## config.mk

```make
export PLATFORM = sky130hd
export DESIGN_NAME = dbuf_win_regs
export DESIGN_NICKNAME = d
export VERILOG_FILES = /design/src/rtl/dbr_pkg.sv /design/src/rtl/dbr_group.sv /design/src/rtl/dbr_state_ctl.sv /design/src/rtl/dbr_irq.sv /design/src/rtl/dbuf_win_regs.sv
export SDC_FILE = /design/constraint.sdc
export NUM_CORES = 2
export LEC_CHECK = 0
export ABC_AREA = 1
export BUFFER_PORTS_ARGS = -buffer_cell sky130_fd_sc_hd__buf_4
export CAP_MARGIN = 20
export CELL_PAD_IN_SITES_DETAIL_PLACEMENT = 1
export CELL_PAD_IN_SITES_GLOBAL_PLACEMENT = 1
export CORE_UTILIZATION = 39
export DETAILED_ROUTE_END_ITERATION = 10
export GPL_TIMING_DRIVEN = 0
export PLACE_DENSITY = 0.75
export SYNTH_ARGS = -nofsm -noshare
export SYNTH_HDL_FRONTEND = slang
export SYNTH_SLANG_ARGS = --single-unit
```

## constraint.sdc

```tcl
create_clock -name clk -period 1.7 [get_ports clk]
set_input_delay 0.255 -clock clk [delete_from_list [all_inputs] [get_ports clk]]
set_output_delay 0.255 -clock clk [all_outputs]
set_load 0.01 [all_outputs]
```

## src/rtl/dbr_pkg.sv

```systemverilog
package dbr_pkg;
  // register word addresses
  localparam int A_HDR  = 'h00;
  localparam int A_STC  = 'h01;
  localparam int A_ACC  = 'h02;
  localparam int A_IST  = 'h03;
  localparam int A_IEN  = 'h04;
  localparam int A_IMK  = 'h05;
  localparam int A_ITY  = 'h06;
  localparam int A_IPL  = 'h07;
  localparam int A_GCFG = 'h10;
  localparam int A_WIN  = 'h20;
  // request field offset in the state-control word
  localparam int ACT_OFS = 8;

  // per-window register slots inside the window range
  typedef enum logic [1:0] {
    WR_OPT  = 2'd0,
    WR_BASE = 2'd1,
    WR_POS  = 2'd2,
    WR_SIZE = 2'd3
  } wreg_e;
endpackage

```

## src/rtl/dbr_group.sv

```systemverilog
module dbr_group #(
  parameter int NREG = 4,
  parameter int DW   = 32
) (
  input  logic              clk,
  input  logic              rst_n,
  input  logic [NREG-1:0]   wr_en,
  input  logic [DW-1:0]     wdata,
  input  logic              promote,
  output logic [NREG*DW-1:0] pend_o,
  output logic [NREG*DW-1:0] act_o
);
  for (genvar r = 0; r < NREG; r++) begin : g_reg
    logic [DW-1:0] pend_q;
    logic [DW-1:0] act_q;

    always_ff @(posedge clk) begin
      if (!rst_n)        pend_q <= '0;
      else if (wr_en[r]) pend_q <= wdata;
    end

    // the copy takes the value held before any same-edge write
    always_ff @(posedge clk) begin
      if (!rst_n)       act_q <= '0;
      else if (promote) act_q <= pend_q;
    end

    assign pend_o[r*DW +: DW] = pend_q;
    assign act_o[r*DW +: DW]  = act_q;
  end
endmodule

```

## src/rtl/dbr_state_ctl.sv

```systemverilog
module dbr_state_ctl #(
  parameter int NGRP = 4
) (
  input  logic            clk,
  input  logic            rst_n,
  input  logic            wr,
  input  logic [NGRP-1:0] arm_w,
  input  logic [NGRP-1:0] act_w,
  input  logic            vblank,
  output logic [NGRP-1:0] armed_o,
  output logic [NGRP-1:0] req_o,
  output logic [NGRP-1:0] promote_o
);
  logic [NGRP-1:0] armed_q, req_q;
  logic [NGRP-1:0] keep_arm, new_req;

  assign promote_o = req_q & {NGRP{vblank}};
  // arming consumed by a promotion on this edge cannot back a new request
  assign keep_arm  = armed_q & ~promote_o;
  assign new_req   = wr ? (act_w & keep_arm) : '0;

  always_ff @(posedge clk) begin
    if (!rst_n) begin
      armed_q <= '0;
      req_q   <= '0;
    end else begin
      armed_q <= keep_arm | (wr ? arm_w : '0);
      req_q   <= (req_q & ~promote_o) | new_req;
    end
  end

  assign armed_o = armed_q;
  assign req_o   = req_q;
endmodule

```

## src/rtl/dbr_irq.sv

```systemverilog
module dbr_irq #(
  parameter int NSRC = 8
) (
  input  logic            clk,
  input  logic            rst_n,
  input  logic [NSRC-1:0] src_i,
  input  logic [NSRC-1:0] wdata,
  input  logic            wr_st,
  input  logic            wr_en,
  input  logic            wr_mk,
  input  logic            wr_ty,
  input  logic            wr_pl,
  output logic [NSRC-1:0] st_o,
  output logic [NSRC-1:0] en_o,
  output logic [NSRC-1:0] mk_o,
  output logic [NSRC-1:0] ty_o,
  output logic [NSRC-1:0] pl_o,
  output logic            irq_o
);
  logic [NSRC-1:0] st_q, en_q, mk_q, ty_q, pl_q, prev_q;
  logic [NSRC-1:0] adj, hit, clr;

  assign adj = src_i ^ pl_q;
  assign hit = (ty_q & adj & ~prev_q) | (~ty_q & adj);
  assign clr = wr_st ? wdata : '0;

  always_ff @(posedge clk) begin
    if (!rst_n) begin
      st_q   <= '0;
      en_q   <= '0;
      mk_q   <= '0;
      ty_q   <= '0;
      pl_q   <= '0;
      prev_q <= '0;
    end else begin
      prev_q <= adj;
      st_q   <= (st_q & ~clr) | hit;
      if (wr_en) en_q <= wdata;
      if (wr_mk) mk_q <= wdata;
      if (wr_ty) ty_q <= wdata;
      if (wr_pl) pl_q <= wdata;
    end
  end

  assign st_o  = st_q;
  assign en_o  = en_q;
  assign mk_o  = mk_q;
  assign ty_o  = ty_q;
  assign pl_o  = pl_q;
  assign irq_o = |(st_q & en_q & mk_q);
endmodule

```

## src/rtl/dbuf_win_regs.sv

```systemverilog
module dbuf_win_regs
  import dbr_pkg::*;
#(
  parameter int NWIN  = 3,
  parameter int DW    = 32,
  parameter int AW    = 8,
  parameter int NWREG = 4
) (
  input  logic                 clk,
  input  logic                 rst_n,
  input  logic [AW-1:0]        bus_addr,
  input  logic                 bus_we,
  input  logic [DW-1:0]        bus_wdata,
  output logic [DW-1:0]        bus_rdata,
  input  logic                 vblank_i,
  input  logic                 frame_end_i,
  input  logic [NWIN-1:0]      underflow_i,
  input  logic [NWIN-1:0]      overflow_i,
  output logic                 irq_o,
  output logic [DW-1:0]        gen_cfg_o,
  output logic [NWIN-1:0]      win_en_o,
  output logic [NWIN*DW-1:0]   win_base_o,
  output logic [NWIN*DW-1:0]   win_pos_o,
  output logic [NWIN*DW-1:0]   win_size_o
);
  localparam int NGRP = NWIN + 1;
  localparam int NSRC = 2 + 2 * NWIN;
  localparam int RW   = $clog2(NWREG);

  // ---------------- address decode ----------------
  logic hit_hdr, hit_stc, hit_acc, hit_ist, hit_ien, hit_imk, hit_ity, hit_ipl, hit_gcfg;
  logic in_win;
  logic [RW-1:0] wofs;

  assign hit_hdr  = bus_addr == AW'(A_HDR);
  assign hit_stc  = bus_addr == AW'(A_STC);
  assign hit_acc  = bus_addr == AW'(A_ACC);
  assign hit_ist  = bus_addr == AW'(A_IST);
  assign hit_ien  = bus_addr == AW'(A_IEN);
  assign hit_imk  = bus_addr == AW'(A_IMK);
  assign hit_ity  = bus_addr == AW'(A_ITY);
  assign hit_ipl  = bus_addr == AW'(A_IPL);
  assign hit_gcfg = bus_addr == AW'(A_GCFG);
  assign in_win   = (bus_addr >= AW'(A_WIN)) && (bus_addr < AW'(A_WIN + NWREG));
  assign wofs     = RW'(bus_addr - AW'(A_WIN));

  // ---------------- window header and access select ----------------
  logic [NWIN-1:0] hdr_q;
  logic [NWIN-1:0] hdr_wv;
  logic            hdr_ok;
  logic            acc_q;

  assign hdr_wv = bus_wdata[NWIN-1:0];
  assign hdr_ok = ((hdr_wv & (hdr_wv - NWIN'(1))) == '0) && (bus_wdata[DW-1:NWIN] == '0);

  always_ff @(posedge clk) begin
    if (!rst_n) begin
      hdr_q <= '0;
      acc_q <= 1'b0;
    end else begin
      if (bus_we && hit_hdr && hdr_ok) hdr_q <= hdr_wv;
      if (bus_we && hit_acc)           acc_q <= bus_wdata[0];
    end
  end

  // ---------------- arm / request handshake ----------------
  logic [NGRP-1:0] armed, req, promote;

  dbr_state_ctl #(.NGRP(NGRP)) u_stc (
    .clk       (clk),
    .rst_n     (rst_n),
    .wr        (bus_we && hit_stc),
    .arm_w     (bus_wdata[NGRP-1:0]),
    .act_w     (bus_wdata[ACT_OFS +: NGRP]),
    .vblank    (vblank_i),
    .armed_o   (armed),
    .req_o     (req),
    .promote_o (promote)
  );

  // ---------------- general group ----------------
  logic [DW-1:0] gpend, gact;

  dbr_group #(.NREG(1), .DW(DW)) u_gen (
    .clk     (clk),
    .rst_n   (rst_n),
    .wr_en   (bus_we && hit_gcfg),
    .wdata   (bus_wdata),
    .promote (promote[0]),
    .pend_o  (gpend),
    .act_o   (gact)
  );
  assign gen_cfg_o = gact;

  // ---------------- window groups ----------------
  logic [NWREG*DW-1:0] wpend [NWIN];
  logic [NWREG*DW-1:0] wact  [NWIN];

  for (genvar w = 0; w < NWIN; w++) begin : g_win
    logic [NWREG-1:0] wen;

    always_comb begin
      for (int r = 0; r < NWREG; r++)
        wen[r] = bus_we && in_win && hdr_q[w] && (wofs == RW'(r));
    end

    dbr_group #(.NREG(NWREG), .DW(DW)) u_grp (
      .clk     (clk),
      .rst_n   (rst_n),
      .wr_en   (wen),
      .wdata   (bus_wdata),
      .promote (promote[w+1]),
      .pend_o  (wpend[w]),
      .act_o   (wact[w])
    );

    assign win_en_o[w]            = wact[w][int'(WR_OPT) * DW];
    assign win_base_o[w*DW +: DW] = wact[w][int'(WR_BASE) * DW +: DW];
    assign win_pos_o[w*DW +: DW]  = wact[w][int'(WR_POS)  * DW +: DW];
    assign win_size_o[w*DW +: DW] = wact[w][int'(WR_SIZE) * DW +: DW];
  end

  // ---------------- interrupts ----------------
  logic [NSRC-1:0] ist, ien, imk, ity, ipl;

  dbr_irq #(.NSRC(NSRC)) u_irq (
    .clk   (clk),
    .rst_n (rst_n),
    .src_i ({overflow_i, underflow_i, vblank_i, frame_end_i}),
    .wdata (bus_wdata[NSRC-1:0]),
    .wr_st (bus_we && hit_ist),
    .wr_en (bus_we && hit_ien),
    .wr_mk (bus_we && hit_imk),
    .wr_ty (bus_we && hit_ity),
    .wr_pl (bus_we && hit_ipl),
    .st_o  (ist),
    .en_o  (ien),
    .mk_o  (imk),
    .ty_o  (ity),
    .pl_o  (ipl),
    .irq_o (irq_o)
  );

  // ---------------- readback ----------------
  always_comb begin
    bus_rdata = '0;
    if (hit_hdr) begin
      bus_rdata[NWIN-1:0] = hdr_q;
    end else if (hit_stc) begin
      bus_rdata[NGRP-1:0]        = armed;
      bus_rdata[ACT_OFS +: NGRP] = req;
    end else if (hit_acc) begin
      bus_rdata[0] = acc_q;
    end else if (hit_ist) begin
      bus_rdata[NSRC-1:0] = ist & ien;
    end else if (hit_ien) begin
      bus_rdata[NSRC-1:0] = ien;
    end else if (hit_imk) begin
      bus_rdata[NSRC-1:0] = imk;
    end else if (hit_ity) begin
      bus_rdata[NSRC-1:0] = ity;
    end else if (hit_ipl) begin
      bus_rdata[NSRC-1:0] = ipl;
    end else if (hit_gcfg) begin
      bus_rdata = acc_q ? gact : gpend;
    end else if (in_win) begin
      for (int w = 0; w < NWIN; w++)
        if (hdr_q[w])
          bus_rdata = acc_q ? wact[w][wofs*DW +: DW] : wpend[w][wofs*DW +: DW];
    end
  end
endmodule

```

==> Word level (Yosys, flattened, before mapping) <==
Index checks and enable logic that the tools add are counted.
{ "word_totals": {"register_bits": 892, "in_bits": 51, "out_inout_bits": 356} }
{ "classes": {"shift": 6, "reduce_logical": 33, "bitwise": 20, "eq_ne": 11, "n_mux": 38, "addsub": 2, "n_lt_le_gt_ge": 2} }
{ "op_table": {"columns": ["op", "count"], "rows": [
  ["indexed part select 128 x 8 -> 32 bit", 6],
  ["two-way mux 32 bit", 17],
  ["two-way mux 24 bit", 5],
  ["bitwise AND 8 bit", 6],
  ["two-way mux 8 bit", 6],
  ["equality test 8 x 3 -> 1 bit (second input constant)", 4],
  ["two-way mux 31 bit", 1],
  ["zero test 29 bit", 1],
  ["two-way mux 29 bit", 1],
  ["logical AND 1 bit", 28],
  ["inverter 8 bit", 3],
  ["two-way mux 20 bit", 1],
  ["two-way mux 4 bit", 5],
  ["bitwise AND 4 bit", 4],
  ["equality test 8 x 2 -> 1 bit (second input constant)", 2],
  ["OR 8 bit", 2],
  ["equality test 8 x 1 -> 1 bit (second input constant)", 1],
  ["equality test 8 x 5 -> 1 bit (second input constant)", 1],
  [">= comparator 8 x 6 -> 1 bit (second input constant)", 1],
  ["zero test 8 bit", 1],
  ["< comparator 8 x 6 -> 1 bit (second input constant)", 1],
  ["OR 4 bit", 2],
  ["OR reduction 8 bit", 1],
  ["XOR 8 bit", 1],
  ["other kinds (10)", 11]
]} }

==> Longest topological paths before layout <==
{ "depth": {"word_depth": 24, "depth_mapped": 16, "ltp_nobuf": 15} }

==> Modules after synthesis <==
A second synthesis with hierarchy kept.
{ "hier_totals": {"hier_cells": 6976, "area_unflattened_um2": 43115.1} }
{ "modules_own_cells": {"columns": ["mod", "seq_area_each_um2", "instances", "area_each_um2", "cells_each"], "rows": [
  ["dbr_group at g_win[0].u_grp ...", 5124.9, 3, 10002.1, 1524],
  ["dbuf_win_regs", 80.1, 1, 8252.9, 1715],
  ["dbr_group at u_gen", 1281.2, 1, 2692.6, 405],
  ["dbr_irq", 960.9, 1, 1806.7, 238],
  ["dbr_state_ctl", 160.2, 1, 356.6, 46]
]} }

==> Worst setup path after synthesis <==
No wires, ideal clock.
{ "synth_path": {"kind": "register to output", "start": "register acc_q", "end": "output port bus_rdata[23]", "arrival_ns": 1.726, "t_required_ns": 1.445, "n_path_buf": 4, "path_stages_with_launch": 12, "path_slack_ns": -0.281, "path_cell_list": "dfxtp_1 -> buf_2 -> inv_2 -> buf_4 -> buf_4 -> clkbuf_1 -> a21oi_1 -> o21ai_0 -> nand4_1 -> a21oi_1 -> a21o_1 -> o22ai_1"} }
{ "synth_via": {"elab_chain_len": 22, "elab_cells_between_ends": 25, "classes_between": "mux (25)"} }
{ "synth_rtl": {"columns": ["element", "line_no", "text"], "rows": [
  ["start: declaration", "dbuf_win_regs.sv:51", "logic acc_q;"],
  ["start signal: assignment", "dbuf_win_regs.sv:62", "if (bus_we && hit_acc) acc_q <= bus_wdata[0];"],
  ["two-way mux 32 bit", "dbuf_win_regs.sv:169", "bus_rdata = acc_q ? wact[w][wofs*DW +: DW] : wpend[w][wofs*DW +: DW];"],
  ["two-way mux 32 bit (3 in a row)", "dbuf_win_regs.sv:168", "if (hdr_q[w])"],
  ["two-way mux 32 bit", "dbuf_win_regs.sv:166", "end else if (in_win) begin"],
  ["two-way mux 32 bit (*)", "dbuf_win_regs.sv:164", "end else if (hit_gcfg) begin"],
  ["two-way mux 32 bit (*)", "dbuf_win_regs.sv:162", "end else if (hit_ipl) begin"],
  ["two-way mux 32 bit (*)", "dbuf_win_regs.sv:160", "end else if (hit_ity) begin"],
  ["two-way mux 32 bit (*)", "dbuf_win_regs.sv:158", "end else if (hit_imk) begin"],
  ["two-way mux 32 bit (*)", "dbuf_win_regs.sv:156", "end else if (hit_ien) begin"],
  ["[4 not listed]", null, null],
  ["two-way mux 24 bit (*)", "dbuf_win_regs.sv:162", null],
  ["two-way mux 24 bit (*)", "dbuf_win_regs.sv:160", null],
  ["two-way mux 24 bit (*)", "dbuf_win_regs.sv:158", null],
  ["two-way mux 24 bit (*)", "dbuf_win_regs.sv:156", null],
  ["two-way mux 24 bit (*)", "dbuf_win_regs.sv:154", "end else if (hit_ist) begin"],
  ["two-way mux 31 bit (*)", "dbuf_win_regs.sv:152", "end else if (hit_acc) begin"],
  ["two-way mux 20 bit (*)", "dbuf_win_regs.sv:149", "end else if (hit_stc) begin"],
  ["two-way mux 29 bit (*)", "dbuf_win_regs.sv:147", "if (hit_hdr) begin"],
  ["end: declaration", "dbuf_win_regs.sv:14", "output logic [DW-1:0] bus_rdata,"]
]} }
Mark *: on every way between the ends. The rest lies on a longest branch, timed or not. The select of a mux whose other input is x is not followed.

==> Worst setup path after layout <==
{ "layout_path": {"start": "register acc_q", "end": "output port bus_rdata[28]"} }
The elaborated chain is that of the path after synthesis.

==> impl_results.md <==
* Outcome: finished, violations left
* Failing checks: setup timing
* Most frequent cell after synthesis: o21ai_0
* Fmax at about 280 MHz
* Worst hold path class: input pin to register
* EDFF count, synth at 0
* Die Wd at 319 µm
* Share of total power in combinational logic at approximately 6.0%
* Syn Nets at between 5000 and 6000
* Port Buffer Count at between 400 and 500
* Worst Path Required at 1440 ps
* # H-tree levels at 3
* Min Tclk post-route at 3580 ps
* Synth area leaders: dfxtp_1, o21ai_0, a21oi_1
* Final ANT Viol Nets at 0
* Die height at about 320 µm
* Sw Ratio at about a quarter
* Worst path slowest cell: o21ai_1
* Clock power frac at 49.9%
* Post-synth top area cell: dfxtp_1
* Top cells by count, synth: o21ai_0, a21oi_1, dfxtp_1, inv_1, nand2_1
* Critical Path AT at approximately 3300 ps
* Worst setup EP type: primary output
* Inst Count DP at approximately 7000
* Syn Inst Count at about 5200
* Top_reg_cell synth: dfxtp_1
* Die area at between 100000 and 150000 µm²
* CP Buf/Inv Count at 6
* Core ar. at around 100000 µm²
* Cell variety after synth at 36
* Setup Crit Path Kind: register to primary output
* Peak supply drop at between 800 and 900 µV
* Overflow after GRT at 0
* Crit Path Max Fanout at 10
* First-pass GRT wire length at between 300000 and 400000 µm
* Seq/Total Area, Yosys at 45.4%
* Crit path cell chain: buf_12, inv_8, buf_12, buf_12, clkbuf_8, o21ai_0, a211oi_1, o21ai_1, nand2_1, o211ai_1, nand2_2, buf_4
* Initial DRC Count at 5469
* DRC at 0
* Final setup margin at -1880 ps
* Final setup violation count at about 550
* Clock Skew at around 25 ps
* Mean Syn Cell Area at between 7 and 8 µm²
* MaxCap Viol Count at 0
* Mapped Area at 39300 µm²
* Vias in the first global route at approximately 43000
* RSZ-0062 raised after global routing: yes
* #FFs+latches synth at roughly 890
* Final hold vios at 0
* Dpl hpwl at about 170000 µm
* Worst path max stage delay at 490 ps
* Sequential power share at 44.1%
* Fraction of registers with async set/reset at 0%
* Largest net degree at the start of global routing at 17
* Clock transition at path regs at about 60 ps
* CP most frequent cell: buf_12
* Int Pwr at around 36 mW
* Share of layout cells above drive strength 1 at approximately a quarter
* Final setup TNS at -104080 ps
* NetSw at 11.8 mW
* Wire length per cell at 31.5 µm
* Initial core utilization at around two fifths
* CP Launch Type: register
* Cts bufs inserted at 100
* Slew headroom at 5.87%
* PD cells at slightly above 900 nW/µm²
* Clock tree root driver cell: clkbuf_16
* LEAKAGE at 20.8 nW
* Area grow syn2layout at 31.7%
* GRT Total Usage at a little over two fifths
* Final #Nets at between 5000 and 6000
* DR vias at between 40000 and 50000
* Final Non-Filler Cells at 7249
* Share of the synthesized area in the top cell type at around 45%
* Initial antenna violation count at 13
* CTS tree: built
* Vias/cell at 6.17
* Worst-Margin Slew at 1410 ps
* Cell family with most CP delay: compound AO/OA/AOI/OAI gates
* Sink Count at just under 900
* Row count at ~120
* Yosys warns at 0
* Post-detailed-routing wire length at 228000 µm
* Clock tree buffer depth at 3
* Initial DRT Pass Iterations at 6
* RePlAce Congestion at around 1
* Slew Viols, Final at 0
* Final Cycle Share at 210%
* Worst skew pair latency at around 700 ps
* IO Pins at 407
path summary, 6_finish.rpt:
path,start,end,slack (ps),cells after the start
worst max-delay path,acc_q,bus_rdata[28],-1880,12
worst min-delay path,bus_wdata[11],g_win[0].u_grp.g_reg[3].pend_q[11],40,3
worst max register to register,hdr_q[1],g_win[1].u_grp.g_reg[2].pend_q[4],-420,14
worst min register to register,u_irq.mk_o[2],u_irq.mk_o[2],460,2
final cells by class:
| cell class | count | area (µm²) |
|---|---|---|
| antenna | 7 | 17.5 |
| buffer | 741 | 5300 |
| clock buffer | 156 | 3110 |
| clock inverter | 24 | 399 |
| fill | 12132 | 48200 |
| inverter | 486 | 1850 |
| multi-input combinational | 3125 | 17100 |
| sequential | 892 | 17900 |
| tap | 1298 | 1620 |
| timing repair buffer | 520 | 4480 |
placed cells by master, fill, tap and decap left out, types with 27 or more instances in the layout:
cell	count
inv_1	467
buf_2	30
nand2_2	29
nor2_1	146
dlygate4sd3_1	35
a21oi_1	1046
clkbuf_1	200
clkbuf_2	83
o211ai_1	89
buf_12	27
clkbuf_8	50
a21oi_2	40
o21ai_1	161
o21ai_0	876
nand2_1	332
dfxtp_1	870
nand3_1	43
o22ai_1	53
o21ai_2	81
buf_4	749
clkbuf_16	120
nand4_1	35
clkbuf_4	35
buf_6	45
registers in the layout, indices dropped and copies added (netlist names), 32 cells and up:
| signal | count |
|---|---|
| u_gen.act_o | 32 |
| u_gen.pend_o | 32 |
| g_win.u_grp.g.pend_q | 384 |
| g_win.u_grp.g.act_q | 384 |
routing by layer:
metal	global-route usage (%)	routed length, µm	vias up	share of wire (%)
li1	-	-	18912	-
met1	55.4	87400	22091	38
met2	62.6	95400	2971	42
met3	9.56	26500	757	12
met4	30.4	18600	6	8.2
met5	0	115	-	0.050
tightest hold or removal path, stage by stage:
cell	delay (ps)
buf_4	180
o21ai_0	180
a21oi_1	60
power by group through the flow:
stage / combinational, mW / sequential [mW] / clock, mW
2_1_floorplan: 1.06 / 21.4 / 0
4_1_cts: 2.60 / 20.9 / 23.5
6_report: 2.87 / 20.9 / 23.7
3_5_place_dp: 2.43 / 21.4 / 0
5_1_grt: 2.86 / 20.9 / 24.3
3_3_place_gp: 2.34 / 21.4 / 0
kinds of logic (layout without fill, tap and decap cells):
kind of cell | after synthesis | in the layout | share of synthesized area, %
DFF | 892 | 892 | 45.4
and+or+nand+nor | 666 | 667 | 7.14
other | 0 | 7 | 0
xor gates and xnor gates | 3 | 3 | 0.0669
buffers and inverters | 1231 | 1927 | 14.8
AOI/OAI and AO/OA | 2455 | 2455 | 32.6
timing repair:
item | in CTS | in global routing
endpoints found under the hold margin | 86 | 0
hold buffers | 35 | 0
setup buffers | 37 | 18
endpoints found under the setup margin | 903 | 679
gates cloned | 8 | 4
gates resized for setup | 619 | 301
pin swaps | 59 | 66
per-stage QoR:
stage                     hold slack (ps)  setup slack (ps)  total power [mW]  util [%]  area (µm²)
after CTS                            1.36             -1710              47.0      50.7       50700
after detailed placement              447             -2670              23.8      44.7       44700
after global routing                 48.0             -1790              48.1      51.7       51700
final                                35.1             -1880              47.5      51.8       51800
after global placement                439             -2670              23.7      44.5       44500
after floorplan                       398             -67.2              22.5         -       39800
(Power assumes the default switching activity.)
